**src/rtl/fpsq_pkg.sv**
```systemverilog
// Package fpsq_pkg
// Shared controller state encoding for the floating-point squarer.
// Assumes: nothing beyond IEEE 1800-2017 enum support.
package fpsq_pkg;

    typedef enum logic [3:0] {
        ST_IDLE,    // waiting for start
        ST_CLASS,   // classify fraction: zero, minus one, sign
        ST_NEG,     // adder forms magnitude of a negative fraction
        ST_MSTART,  // launch multiplier, adder doubles exponent
        ST_MWAIT,   // wait for multiplier completion
        ST_NORM,    // pick product bits, decide on exponent decrement
        ST_DBL,     // minus-one path: adder doubles exponent
        ST_ADJ,     // adder applies +1 or -1 to exponent
        ST_FIN      // publish result and pulse done
    } sq_state_e;

endpackage

```
**src/rtl/fpsq_complementer.sv**
```systemverilog
// Module fpsq_complementer
// Bitwise inverter with an enable; with a carry-in of one on the adder
// this gives two's-complement negation. Assumes W >= 1.
module fpsq_complementer #(
    parameter int W = 7
) (
    input  logic         en,
    input  logic [W-1:0] d,
    output logic [W-1:0] q
);

    // One XOR per bit: invert when enabled, pass through otherwise.
    for (genvar i = 0; i < W; i++) begin : g_bit
        assign q[i] = d[i] ^ en;
    end

endmodule

```
**src/rtl/fpsq_adder.sv**
```systemverilog
// Module fpsq_adder
// The single shared adder of the squarer datapath: sum = a + b + cin,
// truncated to W bits. Assumes callers supply sign-extended operands.
module fpsq_adder #(
    parameter int W = 7
) (
    input  logic [W-1:0] a,
    input  logic [W-1:0] b,
    input  logic         cin,
    output logic [W-1:0] sum
);

    // Plain ripple-style sum; the width is small.
    always_comb begin
        sum = a + b + W'(cin);
    end

endmodule

```
**src/rtl/fpsq_shift_mul.sv**
```systemverilog
// Module fpsq_shift_mul
// Unsigned shift-add multiplier with its own sequencing. A go pulse while
// idle loads the operands. N add/shift steps follow, and done pulses for one
// clock after the last step. The product stays valid until the next go.
// Assumes go is ignored while busy.
module fpsq_shift_mul #(
    parameter int N = 4
) (
    input  logic           clk,
    input  logic           rst_n,
    input  logic           go,
    input  logic [N-1:0]   mcand,
    input  logic [N-1:0]   mplier,
    output logic           done,
    output logic [2*N-1:0] product
);

    localparam int CW = $clog2(N + 1);

    logic [N-1:0]  hi_q;
    logic [N-1:0]  lo_q;
    logic [N-1:0]  mc_q;
    logic [CW-1:0] cnt_q;
    logic          busy_q;
    logic [N:0]    step_sum;

    // Partial-product add for the current multiplier bit.
    always_comb begin
        step_sum = lo_q[0] ? ({1'b0, hi_q} + {1'b0, mc_q}) : {1'b0, hi_q};
    end

    // Load on go, then shift the accumulator pair right once per step.
    always_ff @(posedge clk) begin
        if (!rst_n) begin
            hi_q   <= '0;
            lo_q   <= '0;
            mc_q   <= '0;
            cnt_q  <= '0;
            busy_q <= 1'b0;
            done   <= 1'b0;
        end else if (go && !busy_q) begin
            hi_q   <= '0;
            lo_q   <= mplier;
            mc_q   <= mcand;
            cnt_q  <= CW'(N);
            busy_q <= 1'b1;
            done   <= 1'b0;
        end else if (busy_q) begin
            hi_q  <= step_sum[N:1];
            lo_q  <= {step_sum[0], lo_q[N-1:1]};
            cnt_q <= cnt_q - 1'b1;
            if (cnt_q == CW'(1)) begin
                busy_q <= 1'b0;
                done   <= 1'b1;
            end
        end else begin
            done <= 1'b0;
        end
    end

    assign product = {hi_q, lo_q};

endmodule

```
**src/rtl/fpsq_squarer.sv**
```systemverilog
// Module fpsq_squarer
// Squares F x 2^E, where F is a normalized two's-complement fraction of FW
// bits and E a two's-complement exponent of EW bits. A controller schedules
// magnitude, exponent doubling and exponent correction on one adder with one
// complementer, and delegates the fraction product to fpsq_shift_mul.
// Assumes: FW >= 3, EW >= 2, and start is only honoured when idle.
module fpsq_squarer
    import fpsq_pkg::*;
#(
    parameter int FW = 5,
    parameter int EW = 5
) (
    input  logic          clk,
    input  logic          rst_n,
    input  logic          start,
    input  logic [FW-1:0] frac_in,
    input  logic [EW-1:0] exp_in,
    output logic          done,
    output logic [FW-1:0] frac_out,
    output logic [EW-1:0] exp_out,
    output logic          ovf,
    output logic          unf
);

    localparam int MW = FW - 1;               // magnitude bits
    localparam int PW = 2 * MW;               // product bits
    localparam int XW = EW + 2;               // working exponent bits
    localparam int AW = (XW > FW) ? XW : FW;  // shared adder width
    localparam logic signed [XW-1:0] EHI = XW'((2 ** (EW - 1)) - 1);
    localparam logic signed [XW-1:0] ELO = XW'(-(2 ** (EW - 1)));
    localparam logic [FW-1:0] F_MONE = {1'b1, {(FW-1){1'b0}}};
    localparam logic [FW-1:0] F_HALF = {2'b01, {(FW-2){1'b0}}};

    sq_state_e              state_q, state_d;
    logic [FW-1:0]          f_q;
    logic [EW-1:0]          e_q;
    logic [MW-1:0]          mag_q;
    logic signed [XW-1:0]   xexp_q;
    logic [FW-1:0]          xfrac_q;
    logic                   adj_up_q;

    logic [AW-1:0]          add_a, add_s, cmp_d, cmp_q;
    logic                   cmp_en, add_cin;
    logic                   mul_go, mul_done;
    logic [PW-1:0]          product;
    logic                   f_zero, f_mone, f_neg;
    logic                   unused_low;

    assign f_zero     = (f_q == '0);
    assign f_mone     = (f_q == F_MONE);
    assign f_neg      = f_q[FW-1];
    assign mul_go     = (state_q == ST_MSTART);
    assign unused_low = ^product[PW-MW-2:0];

    // Shared resource instances: one complementer feeding one adder.
    fpsq_complementer #(.W(AW)) u_cmp (
        .en (cmp_en),
        .d  (cmp_d),
        .q  (cmp_q)
    );

    fpsq_adder #(.W(AW)) u_add (
        .a   (add_a),
        .b   (cmp_q),
        .cin (add_cin),
        .sum (add_s)
    );

    fpsq_shift_mul #(.N(MW)) u_mul (
        .clk     (clk),
        .rst_n   (rst_n),
        .go      (mul_go),
        .mcand   (mag_q),
        .mplier  (mag_q),
        .done    (mul_done),
        .product (product)
    );

    // Operand steering for the shared adder, chosen by controller state.
    always_comb begin
        add_a   = '0;
        cmp_d   = '0;
        cmp_en  = 1'b0;
        add_cin = 1'b0;
        case (state_q)
            ST_NEG: begin
                cmp_d   = AW'($signed(f_q));
                cmp_en  = 1'b1;
                add_cin = 1'b1;
            end
            ST_MSTART, ST_DBL: begin
                add_a = AW'($signed(e_q));
                cmp_d = AW'($signed(e_q));
            end
            ST_ADJ: begin
                add_a   = AW'(xexp_q);
                cmp_d   = AW'(1);
                cmp_en  = !adj_up_q;
                add_cin = !adj_up_q;
            end
            default: ;
        endcase
    end

    // Controller next-state logic.
    always_comb begin
        state_d = state_q;
        case (state_q)
            ST_IDLE:   if (start) state_d = ST_CLASS;
            ST_CLASS: begin
                if (f_zero)      state_d = ST_FIN;
                else if (f_mone) state_d = ST_DBL;
                else if (f_neg)  state_d = ST_NEG;
                else             state_d = ST_MSTART;
            end
            ST_NEG:    state_d = ST_MSTART;
            ST_MSTART: state_d = ST_MWAIT;
            ST_MWAIT:  if (mul_done) state_d = ST_NORM;
            ST_NORM:   state_d = product[PW-1] ? ST_FIN : ST_ADJ;
            ST_DBL:    state_d = ST_ADJ;
            ST_ADJ:    state_d = ST_FIN;
            ST_FIN:    state_d = ST_IDLE;
            default:   state_d = ST_IDLE;
        endcase
    end

    // Controller state register.
    always_ff @(posedge clk) begin
        if (!rst_n) state_q <= ST_IDLE;
        else        state_q <= state_d;
    end

    // Datapath registers, each loaded in the state that owns it.
    always_ff @(posedge clk) begin
        if (!rst_n) begin
            f_q      <= '0;
            e_q      <= '0;
            mag_q    <= '0;
            xexp_q   <= '0;
            xfrac_q  <= '0;
            adj_up_q <= 1'b0;
        end else begin
            case (state_q)
                ST_IDLE: if (start) begin
                    f_q <= frac_in;
                    e_q <= exp_in;
                end
                ST_CLASS: begin
                    if (f_zero) begin
                        xfrac_q <= '0;
                        xexp_q  <= '0;
                    end else if (f_mone) begin
                        xfrac_q  <= F_HALF;
                        adj_up_q <= 1'b1;
                    end else if (!f_neg) begin
                        mag_q <= f_q[MW-1:0];
                    end
                end
                ST_NEG:            mag_q  <= add_s[MW-1:0];
                ST_MSTART, ST_DBL: xexp_q <= add_s[XW-1:0];
                ST_NORM: begin
                    adj_up_q <= 1'b0;
                    if (product[PW-1]) xfrac_q <= {1'b0, product[PW-1 -: MW]};
                    else               xfrac_q <= {1'b0, product[PW-2 -: MW]};
                end
                ST_ADJ:            xexp_q <= add_s[XW-1:0];
                default: ;
            endcase
        end
    end

    // Result registers and the one-clock done pulse.
    always_ff @(posedge clk) begin
        if (!rst_n) begin
            done     <= 1'b0;
            frac_out <= '0;
            exp_out  <= '0;
            ovf      <= 1'b0;
            unf      <= 1'b0;
        end else if (state_q == ST_FIN) begin
            done     <= 1'b1;
            frac_out <= xfrac_q;
            exp_out  <= xexp_q[EW-1:0];
            ovf      <= (xexp_q > EHI);
            unf      <= (xexp_q < ELO);
        end else begin
            done <= 1'b0;
        end
    end

endmodule

```
**config.mk**
```make
export PLATFORM = sky130hd
export DESIGN_NAME = fpsq_squarer
export DESIGN_NICKNAME = d
export VERILOG_FILES = /design/src/rtl/fpsq_pkg.sv /design/src/rtl/fpsq_complementer.sv /design/src/rtl/fpsq_adder.sv /design/src/rtl/fpsq_shift_mul.sv /design/src/rtl/fpsq_squarer.sv
export SDC_FILE = /design/constraint.sdc
export NUM_CORES = 1
export LEC_CHECK = 0
export BUFFER_PORTS_ARGS = -buffer_cell sky130_fd_sc_hd__buf_2
export CAP_MARGIN = 20
export CORE_MARGIN = 2
export CORE_UTILIZATION = 34
export CTS_BUF_LIST = sky130_fd_sc_hd__clkbuf_16
export CTS_CLUSTER_SIZE = 25
export DETAILED_ROUTE_END_ITERATION = 10
export HOLD_SLACK_MARGIN = 0.12
export PLACE_DENSITY = 0.55
export RECOVER_POWER = 50
export SYNTH_ARGS = -nofsm -noshare
export SYNTH_HDL_FRONTEND = slang
export SYNTH_SLANG_ARGS = --single-unit
```
**constraint.sdc**
```tcl
create_clock -name clk -period 2.9 [get_ports clk]
set_clock_uncertainty 0.05 [all_clocks]
set_input_delay 0.58 -clock clk [delete_from_list [all_inputs] [get_ports clk]]
set_output_delay 0.58 -clock clk [all_outputs]
set_load 0.01 [all_outputs]
```
; ---- Word level (Yosys, flattened, before mapping)
; Index checks and enable logic that the tools add are counted.
; W data, S select, Z words.
[word_totals]
ff_bits = 61
wordCells = 103
[op_classes]
n_bitwise = 9
n_eq_ne = 18
mux = 32
magnitude_cmp = 2
add_sub_neg = 4
n_reduce_logical = 19
[ops]
columns = op, count
row1 = $mux W4, 10
row2 = $pmux W4 S8, 1
row3 = $pmux W7 S2, 2
row4 = $pmux W7 S3, 1
row5 = $eq A4 B3 Y1 const B, 4
row6 = $mux W5, 3
row7 = $ne A2 B2 Y1 const B, 6
row8 = $pmux W5 S2, 1
row9 = $mux W3, 3
row10 = $eq A4 B2 Y1 const B, 2
row11 = $pmux W4 S2, 1
row12 = $reduce_and A2 Y1, 4
row13 = $reduce_bool A2 Y1, 4
row14 = $add A7 B1 Y7, 1
row15 = $add A7 B7 Y7, 1
row16 = $gt A7 B5 Y1 const B, 1
row17 = $lt A7 B5 Y1 const B, 1
row18 = $mux W1, 7
row19 = $mux W7, 1
row20 = $xor A1 B1 Y1, 7
row21 = $reduce_or A3 Y1, 2
row22 = $add A4 B4 Y5, 1
row23 = $eq A5 B5 Y1 const B, 1
row24 = $logic_not A5 Y1, 1
row25 = 14 further kinds, 18

; ---- Longest topological paths before layout
[logic_depth]
word_depth = 7
ltp_mapped = 13
depth_no_buf = 10

; ---- By module
; A second synthesis with hierarchy kept.
[hier_totals]
hier_cells = 409
area_unflattened_um2 = 3502.1
[by_module_without_submodules]
columns = mod, area_per_inst_um2, seq_area_each_um2, n_inst, cells_each
row1 = fpsq_squarer, 2245.9, 840.8, 1, 269
row2 = fpsq_shift_mul, 905.9, 340.3, 1, 99
row3 = fpsq_adder, 277.8, 0.0, 1, 33
row4 = fpsq_complementer, 72.6, 0.0, 1, 8

; ---- Least setup slack after synthesis
; No wires, ideal clock.
[synth_path]
path_type = register -> register
startpoint = reg state_q[0]
endpoint = reg mag_q[3]
slack_ps = 148
arrival_ps = 2572
synth_period_minus_slack_ps = 2752
setup_ps = 130
n_path_buf = 3
stages_incl_launch_ff = 13
path_cell_list = dfxtp_1 buf_4 buf_2 xor2_1 and2_1 nand2_1 a22oi_1 ha_1 clkbuf_1 a21oi_1 or3b_1 a21oi_1 a211oi_2
[synth_via]
elab_chain_cells = 7
word_cells_on_any_way = 21
[synth_lines]
columns = item, line
row1 = from (decl), fpsq_squarer.sv:34  ; sq_state_e state_q, state_d;
row2 = from (signal assigned), fpsq_squarer.sv:130  ; else state_q <= state_d;
row3 = $eq A4 B3 Y1 or $eq A4 B2 Y1 (tied branches), fpsq_squarer.sv:85  ; case (state_q)
row4 = $reduce_or A2 Y1, fpsq_squarer.sv:85
row5 = $pmux W7 S3, fpsq_squarer.sv:85
row6 = $xor A1 B1 Y1, fpsq_complementer.sv:14  ; assign q[i] = d[i] ^ en;
row7 = $add A7 B7 Y7, fpsq_adder.sv:15  ; sum = a + b + W'(cin);
row8 = $add A7 B1 Y7, fpsq_adder.sv:15
row9 = $pmux W4 S2, fpsq_squarer.sv:143  ; case (state_q)
row10 = to (signal assigned), fpsq_squarer.sv:156  ; mag_q <= f_q[MW-1:0];
row11 = to (signal assigned), fpsq_squarer.sv:159  ; ST_NEG: mag_q <= add_s[MW-1:0];
row12 = to (decl), fpsq_squarer.sv:37  ; logic [MW-1:0] mag_q;
; Several ways; a longest one is shown, not always the timed one.
; A chain may end at the register's enable or synchronous reset.

; ---- Worst setup path in the final report
; Ends and elaborated chain as after synthesis.

==> summary.txt <==
Placeable Area: 0.009196 mm²
All-Layer GR Usage: 14.42%
CTS Sinks: 59
Relative slew slack: 23.47%
Ys async rst share: 0%
Top Ports: 26
Die H: 101.3 µm
Peak VDD IR: 0.0002902 V
Critical Path Sink: mag_q[3]
Starting DRT DRC Count: 146
Unique cell type count in the Yosys netlist: 51
Fraction of the mapped netlist area in adder cells: 5.515%
Hold Vio Cnt, Final: 0
Flop-to-flop setup slack: 220 ps
Synth Area in Simple Gates: 23.65%
Post-Syn Area: 0.003222 mm²
Syn Area/Cell: 8.851 µm²
Worst r2r dst: mag_q[3]
Cts bufs inserted: 9
PwrDens: 607.5 mW/mm²
GP Congestion: 0.8606
Vias in the first global route: 2,372
Main combinational cell family by area after synthesis: simple AND/OR/NAND/NOR gates
Post-CTS Resized: 0
Max clock buf depth: 2
Proportion of synthesized area in mux cells: 10.60%
Total power: 2.224 mW
Worst Hold Class: flop to flop
R2r startpoint: state_q[0]
LEAKAGE: 1.392 nW
Part of the power in combinational logic: 18.6%
Number of remaining DRC errors: 0
Gate Count Post-Synth: 364
Die ar.: 0.01027 mm²
Area delta synth->final: 13.63%
Post-Synth XOR/XNOR Area: 1.903%
CP endpoint kind: flop
Sw power: 0.6339 mW
Hpwl dp: 5.136 mm
Worst slew pin tran: 1148 ps
Die X: 101.3 µm
Largest net degree at the start of global routing: 31
CP startpoint: state_q[0]
DR pass1 iterations: 4
Proportion of layout cells with a drive suffix above 1: 10.51%
Crit Path Category: flop to flop
Port Buffers: 24
Number of diodes: 0
Crit share post-route: 92.38%
Synth Net Count: 390
Fin util: 39.81%
Via density: 5.106
Final nets: 411
Number of setup buffers added after CTS: 0
Post-CTS Hold Buffers: 0
DRT Wirelength: 7.021 mm
Most frequent cells in the layout: dfxtp_1, nand2_1, mux2i_1, nor2b_1, nor2_1
Syn. warnings: 0
DR WL/cell: 14.01 µm
Via count: 2,558
First-pass GRT wire length: 11.66 mm
Post-synth top flop: dfxtp_1
Routed Antenna Nets: 0
Root buffer cell: clkbuf_16
CTS tree: built
Worst reg-to-reg path cell count: 9
Final Setup Violations: 0
Min Tclk post-route: 2679 ps
Worst Path Max Fanout: 15
Initial antenna violation count: 0
Critical path launch point type: flop
EDFF count, synth: 0
Synth top area share: 36.66%
Worst endpoint required time: 3050 ps
H-tree Lvls: 3
RSZ-0062 raised after global routing: false
Outcome: finished, final reports clean
Slew Viols, Final: 0
Initial Util: 35.03%
Switch share: 28.50%
Internal power: 1.590 mW
Most common library cell in the layout ignoring fill and taps: dfxtp_1
Max-cap viol count: 0
Crit path DAT: 2830 ps
Yosys top cell by area: dfxtp_1
Worst-path clk slew: 50 ps
Post-synthesis register bit count: 59
Fmax: 0.3733 GHz
Rows: 35
Seq pwr share: 41.4%
Total congestion overflow: 0
Clock Latency Late Sink: 320 ps
Setup TNS: 0 ps
Post-synthesis compound-gate area fraction: 17.20%
Clk network pwr share: 40.0%
Post-synthesis sequential area ratio: 36.66%
Top post-synthesis cells by area: dfxtp_1, mux2i_1, nor2b_1, nand2_1, ha_1
cells in the mapped netlist (7+ instances only):
library cell and instances:
dfxtp_1 59, nand2_1 42, mux2i_1 33, nor2b_1 27, nor2_1 20, a21oi_1 17
clkbuf_1 15, a21boi_0 12, ha_1 11, o21ai_0 11, a22oi_1 10, and2_1 10
nand3_1 10, nand2b_1 7
metal layers:
metal | wire length [µm] | GRT usage (%) | up-vias | part of all wire (%)
met5 | 0 | 0 | - | 0
met3 | 307 | 2.968 | 8 | 4.4
met2 | 3068 | 21.40 | 59 | 44
met1 | 3521 | 20.14 | 1170 | 50
met4 | 123 | 6.445 | 0 | 1.8
li1 | - | - | 1321 | -
final cells by class:
type / count / area (µm²)
clock buffers: 9 / 225.2
fillers: 961 / 5535
multi-input cells: 274 / 1892
clock inverters: 7 / 26.28
repair buffers: 35 / 175.2
well taps: 111 / 138.9
flip-flops and latches: 59 / 1181
inverters: 6 / 22.52
power by group through the flow:
stage	sequential [mW]	combinational [mW]	clock, mW
global placement	0.939	0.420	0
detailed placement	0.940	0.423	0
floorplan	0.902	0.350	0
global route	0.926	0.459	0.960
CTS	0.924	0.426	0.919
finish	0.921	0.414	0.890
critical path, cell delays in order, from the launching register on:
cell,delay [ps]
dfxtp_1,640
xor2_1,210
and2_1,210
nand2_1,70
a22oi_1,160
ha_1,270
a21oi_1,300
or3b_1,410
a21oi_1,190
a211oi_2,60
registers in the layout, indices dropped and copies added, names as in the netlist:
| name | flops |
|---|---|
| u_mul.done | 1 |
| xfrac_q | 4 |
| exp_out | 5 |
| xexp_q | 7 |
| u_mul.busy_q | 1 |
| state_q | 4 |
| unf | 1 |
| adj_up_q | 1 |
| done | 1 |
| e_q | 5 |
| f_q | 5 |
| mag_q | 4 |
| u_mul.mc_q | 4 |
| ovf | 1 |
| frac_out | 4 |
| u_mul.lo_q | 4 |
| u_mul.cnt_q | 3 |
| u_mul.hi_q | 4 |
kinds of logic after synthesis:
group           count (synthesis)
flops                          59
other cells                     1
simple gates                  141
xor+xnor                        7
buf+inv                        31
mux                            34
compound gates                 78
fa+ha+maj                      13
through the flow:
step | area (µm²) | instances | hold slack [ps] | worst slack [ps]
finish | 3661 | 501 | 395.7 | 220.9
global route | 3661 | 501 | 441.6 | 41.71
CTS | 3704 | 501 | 397.5 | 268.3
detailed placement | 3452 | 485 | 389.9 | 282.2
global placement | 3452 | 485 | 387.9 | 311.6
floorplan | 3222 | 364 | 371.6 | 147.8
how the worst min path moves through the flow:
stage,startpoint,endpoint,slack (ps),depth (start not counted)
CTS,u_mul.done,u_mul.done,400,2
global route,u_mul.done,u_mul.done,440,2
detailed placement,u_mul.done,u_mul.done,390,2
finish,u_mul.done,u_mul.done,400,2
floorplan,u_mul.done,u_mul.done,370,2
global placement,u_mul.done,u_mul.done,390,2
Note: power is estimated with default switching activity, not from simulation.
